==> config.mk <==
export PLATFORM = sky130hd
export DESIGN_NAME = capbuf_wr_ctrl
export DESIGN_NICKNAME = d
export VERILOG_FILES = /design/src/rtl/capbuf_pkg.sv /design/src/rtl/capbuf_rearm_detect.sv /design/src/rtl/capbuf_addr_gen.sv /design/src/rtl/capbuf_full_pulse.sv /design/src/rtl/capbuf_wr_ctrl.sv
export SDC_FILE = /design/constraint.sdc
export NUM_CORES = 1
export LEC_CHECK = 0
export BUFFER_PORTS_ARGS = -buffer_cell sky130_fd_sc_hd__buf_2
export CAP_MARGIN = 10
export CORE_MARGIN = 2
export CORE_UTILIZATION = 42
export DETAILED_ROUTE_END_ITERATION = 12
export PLACE_DENSITY_LB_ADDON = 0.05
export SYNTH_ARGS = -nofsm -noshare
export SYNTH_HDL_FRONTEND = slang
export SYNTH_SLANG_ARGS = --single-unit
==> constraint.sdc <==
create_clock -name clk_i -period 1.8 [get_ports clk_i]
set_input_delay 0.36 -clock clk_i [delete_from_list [all_inputs] [get_ports clk_i]]
set_output_delay 0.36 -clock clk_i [all_outputs]
set_load 0.03 [all_outputs]
==> src/rtl/capbuf_pkg.sv <==
package capbuf_pkg;
  typedef enum logic {
    CAP_ARMED  = 1'b0,
    CAP_FROZEN = 1'b1
  } cap_state_e;
endpackage

==> src/rtl/capbuf_rearm_detect.sv <==
module capbuf_rearm_detect (
  input  logic clk_i,
  input  logic rst_ni,
  input  logic global_en_i,
  output logic rearm_o
);
  logic global_q;

  always_ff @(posedge clk_i or negedge rst_ni) begin
    if (!rst_ni) global_q <= 1'b0;
    else         global_q <= global_en_i;
  end

  assign rearm_o = global_en_i & ~global_q;

  // a re-arm can only follow a cycle in which global was low
  assert_rearm_edge_R7: assert property (@(posedge clk_i) disable iff (!rst_ni)
    rearm_o |=> !rearm_o || !$past(global_en_i) == 1'b0 ? !rearm_o : 1'b1);
endmodule

==> src/rtl/capbuf_addr_gen.sv <==
module capbuf_addr_gen
  import capbuf_pkg::*;
#(
  parameter int unsigned DEPTH_WORDS = 32768,
  localparam int unsigned ADDR_W = $clog2(DEPTH_WORDS) + 2
) (
  input  logic              clk_i,
  input  logic              rst_ni,
  input  logic              we_i,
  input  logic              rearm_i,
  output logic [ADDR_W-1:0] addr_o,
  output logic              frozen_o,
  output logic              at_last_o
);
  localparam logic [ADDR_W-1:0] LAST_ADDR = ADDR_W'((DEPTH_WORDS - 1) * 4);
  localparam logic [ADDR_W-1:0] STEP      = ADDR_W'(4);

  logic [ADDR_W-1:0] addr_q;
  cap_state_e        state_q;

  assign at_last_o = (addr_q == LAST_ADDR);

  always_ff @(posedge clk_i or negedge rst_ni) begin
    if (!rst_ni) begin
      addr_q  <= '0;
      state_q <= CAP_ARMED;
    end else if (rearm_i) begin
      addr_q  <= '0;
      state_q <= CAP_ARMED;
    end else if (we_i) begin
      if (at_last_o) state_q <= CAP_FROZEN;   // saturate, no wrap
      else           addr_q  <= addr_q + STEP;
    end
  end

  assign addr_o   = addr_q;
  assign frozen_o = (state_q == CAP_FROZEN);

  assert_addr_step_R4: assert property (@(posedge clk_i) disable iff (!rst_ni)
    (we_i && !rearm_i && !at_last_o) |=> addr_q == $past(addr_q) + STEP);
  assert_addr_idle_R4: assert property (@(posedge clk_i) disable iff (!rst_ni)
    (!we_i && !rearm_i) |=> $stable(addr_q));
  assert_frozen_hold_R6: assert property (@(posedge clk_i) disable iff (!rst_ni)
    (frozen_o && !rearm_i) |=> (frozen_o && addr_q == LAST_ADDR));
  assert_rearm_reload_R7: assert property (@(posedge clk_i) disable iff (!rst_ni)
    rearm_i |=> (addr_q == '0 && !frozen_o));
endmodule

==> src/rtl/capbuf_full_pulse.sv <==
module capbuf_full_pulse (
  input  logic clk_i,
  input  logic rst_ni,
  input  logic last_write_i,
  output logic full_o
);
  logic full_q;

  always_ff @(posedge clk_i or negedge rst_ni) begin
    if (!rst_ni) full_q <= 1'b0;
    else         full_q <= last_write_i;
  end

  assign full_o = full_q;

  // the last write freezes the buffer, so the pulse cannot repeat
  assert_full_one_shot_R5: assert property (@(posedge clk_i) disable iff (!rst_ni)
    full_o |=> !full_o);
endmodule

==> src/rtl/capbuf_wr_ctrl.sv <==
module capbuf_wr_ctrl #(
  parameter int unsigned DATA_W      = 32,
  parameter int unsigned DEPTH_WORDS = 32768,
  localparam int unsigned ADDR_W     = $clog2(DEPTH_WORDS) + 2
) (
  input  logic              clk_i,
  input  logic              rst_ni,
  input  logic              local_en_i,
  input  logic              global_en_i,
  input  logic [DATA_W-1:0] data_i,
  output logic [ADDR_W-1:0] wr_addr_o,
  output logic [DATA_W-1:0] wr_data_o,
  output logic              wr_en_o,
  output logic              full_o
);
  localparam logic [ADDR_W-1:0] LAST_ADDR = ADDR_W'((DEPTH_WORDS - 1) * 4);

  logic rearm;
  logic frozen;
  logic at_last;
  logic we;

  capbuf_rearm_detect u_rearm (
    .clk_i      (clk_i),
    .rst_ni     (rst_ni),
    .global_en_i(global_en_i),
    .rearm_o    (rearm)
  );

  assign we = local_en_i & global_en_i & ~frozen & ~rearm;

  capbuf_addr_gen #(.DEPTH_WORDS(DEPTH_WORDS)) u_addr (
    .clk_i    (clk_i),
    .rst_ni   (rst_ni),
    .we_i     (we),
    .rearm_i  (rearm),
    .addr_o   (wr_addr_o),
    .frozen_o (frozen),
    .at_last_o(at_last)
  );

  capbuf_full_pulse u_full (
    .clk_i       (clk_i),
    .rst_ni      (rst_ni),
    .last_write_i(we & at_last),
    .full_o      (full_o)
  );

  assign wr_en_o   = we;
  assign wr_data_o = data_i;

  assert_no_write_frozen_R6: assert property (@(posedge clk_i) disable iff (!rst_ni)
    frozen |-> !wr_en_o);
  assert_no_write_rearm_R7: assert property (@(posedge clk_i) disable iff (!rst_ni)
    rearm |-> !wr_en_o);
  assert_full_cause_R5: assert property (@(posedge clk_i) disable iff (!rst_ni)
    full_o |-> ($past(wr_en_o) && $past(wr_addr_o) == LAST_ADDR));
  assert_write_needs_enables_R2: assert property (@(posedge clk_i) disable iff (!rst_ni)
    wr_en_o |-> (local_en_i && global_en_i));
endmodule

==> flow_summary.toml <==
[routing]
num_vias = 1031
drc_errors = 0
via_per_inst = 5.89
first_pass_iters = 4
wl_per_cell_um = 16.0
ant_nets = 0
drt_iter0_markers = 36
routed_wl_um = 2800

[power_and_ir_drop]
p_per_area_nw_per_um2 = 560
p_int_mw = 0.523
p_leak_nw = 0.616
seq_power_share_pct = 58.2
p_clk_share_pct = 28.6
p_switching_mw = 0.197
power_frac_comb_pct = 13.2
switching_share_pct = 27.3
ir_drop_uv = 271

[timing]
final.setup.tns_ns = 0
finalSetupViolCount = 0
max_freq_ghz = 0.576
min_period_ns = 1.74
rsz0062_at_grt = "no"
fin_crit_sh_pct = 96.4
finClkSkew_ns = 0.000423
hold_viol = 0
maxSlewViolCount = 0

[logic_synthesis]
syn_avg_cell_area_um2 = 9.11
ys_seq_area_share_pct = 34.4
synth_ff_type = "dfrtp_1"
synth.most_common_cell = "buf_4"
synth-simple-area-share_pct = 27.5
syn_area_um2 = 1310
synth.area.mux_share_pct = 0.763
synth_top_family_by_area = "simple AND/OR/NAND/NOR gates"
ys.warnings.count = 0
synth.top_cell.area_share_pct = 34.4
synth-edff-count = 0
ys_seq_elements = 18
synth_xor_area_share_pct = 0
syn_inst = 144
synth_compound_area_share_pct = 13.7
ys_types = 45
ys_async_sr_fraction_pct = 100
yosys-top-cells-area = "dfrtp_1 (34%), buf_4 (19%), a21oi_1 (3.4%)"
synthAdderAreaFrac_pct = 0.954
synth_area_leader_cell = "dfrtp_1"
synth_common_cells = "buf_4 (34), dfrtp_1 (18), nand2_1 (11)"

[critical_path]
rr_startpoint = "u_addr.addr_o[2]"
cp-end-kind = "flop"
cp.required_ns = 2.03
reg2reg_depth = 6
arrival_ns = 1.96
critPathMaxFanout = 13
r2r_setup_slack_ns = 0.06
critPathLaunchType = "flop"
path_class = "flop to flop"
rr_endpoint = "u_addr.addr_o[5]"

[hold_path]
hold_path.startpoint = "global_en_i"
holdCritPathClass = "input port to flop"
hold_path_depth = 1
min_to = "u_rearm.global_q"

[layout]
fin_nets = 181
fill_cells = 326
drive_gt1_share_pct = 32.4
final_core_util_pct = 42.8
n_antenna_cell = 0
area_growth_pct = -2.00

[floorplan]
start_util_pct = 43.7
die_h_um = 59.9
dieArea_um2 = 3590
coreArea_um2 = 3000
fp-row-count = 20
io_pins = 87
die_x_um = 59.9

[outcome]
status = "complete, no violations"

[clocking]
clkTransAtPathRegs_ns = 0.10
cts_tree = "built"
cts_made_buffers = 3
root_buffer = "clkbuf_4"
ctsLongestPathBuffers = 2
clock-sinks = 18
htree_levels = 1
insertion_delay_ns = 0.29

[placed_design]
io_buffer_count = 20
place.gp.congestion = 0.731
dpl.hpwl_um = 2160

[global_routing]
antenna_found_initial = 0
grt_use_total_pct = 17.2
overflow = 0
first_global_vias = 985
grt_max_degree = 19
grt_first_pass_wirelength_um = 4650

[run]
max_cap_violations = 0
-- layer usage --
layer	wire length, um	vias to the layer above	global-route usage (%)
met1	1310	491	24.2
li1	-	490	-
met4	40	0	5.71
met2	1270	41	26.2
met5	0	-	0
met3	177	9	3.68
-- cell usage in the layout (no fill, tap or decap), types with 2 or more instances in the layout --
cell,synthesis,routed
and2_1,2,2
a21oi_1,9,9
nand2b_1,2,2
clkbuf_4,1,3
o31ai_1,4,4
conb_1,1,2
nand4_2,2,2
nand3_1,6,6
nand2_1,11,11
nor2_1,6,6
buf_4,34,11
or3_1,4,4
dfrtp_1,18,18
buf_2,0,20
nor4_1,2,2
o21ai_0,6,6
or4_1,3,3
a31oi_1,2,2
nand4_1,4,4
-- per-stage QoR --
stage               std cells  worst slack [ns]  hold WS, ns  total power [mW]  area (um2)
finish                    175            0.0643        0.243             0.719        1280
global route              175           0.00974        0.245             0.756        1280
CTS                       173            0.0241        0.240             0.721        1270
detailed placement        168            0.0249        0.324             0.511        1230
global placement          168            0.0494        0.321             0.508        1230
floorplan                 145            0.0822       0.0644             0.616        1320
-- state kept, by name (all words and copies together), names as in the netlist --
register          flops
u_addr.addr_o        15
u_addr.frozen_o       1
u_full.full_o         1
u_rearm.global_q      1
-- cells by family after synthesis --
group                    after synthesis
buffers and inverters                 39
flip-flops                            18
other                                  1
AO/OA/AOI/OAI                         28
multiplexers                           1
AND/OR/NAND/NOR                       56
adder cells (fa/ha/maj)                1
-- worst max-delay path by stage --
stage	depth (start not counted)	to	slack, ns	from
floorplan	5	u_addr.addr_o[5]	0.08	u_addr.addr_o[2]
global placement	6	u_addr.addr_o[5]	0.05	u_addr.addr_o[2]
detailed placement	6	u_addr.addr_o[5]	0.02	u_addr.addr_o[2]
CTS	6	u_addr.addr_o[5]	0.02	u_addr.addr_o[3]
global route	6	u_addr.addr_o[5]	0.01	u_addr.addr_o[2]
finish	6	u_addr.addr_o[5]	0.06	u_addr.addr_o[2]
-- timing repair --
action	CTS	global route
hold buffers	1	0
hold endpoints to repair	18	0
buffers inserted	1	2
setup endpoints to repair	1	5
gates resized for setup	0	2
-- worst max-delay path: stages, from the launching register on --
cell and delay, ns:
dfrtp_1 0.41, ha_2 0.21, nand4_1 0.14, nor4_4 0.04
buf_4 0.18, or4_2 0.60, o21ai_0 0.09
-- layout make-up --
type / count / area (um2) / area share (%)
Clock buffer: 3 / 22.5 / 1.75
Tap cell: 33 / 41.3 / 3.21
Timing Repair Buffer: 32 / 193 / 15.0
Inverter: 1 / 3.75 / 0.292
Multi-Input combinational cell: 88 / 574 / 44.7
Sequential cell: 18 / 450 / 35.1
-- power by group through the flow --
stage	clock network (mW)	logic, mW	registers [mW]
after global placement	0	0.0803	0.428
after detailed placement	0	0.0818	0.429
after CTS	0.213	0.0883	0.420
after global routing	0.230	0.106	0.420
after floorplan	0	0.174	0.442
final	0.206	0.0947	0.419
Power figures use the tool's default switching activity.
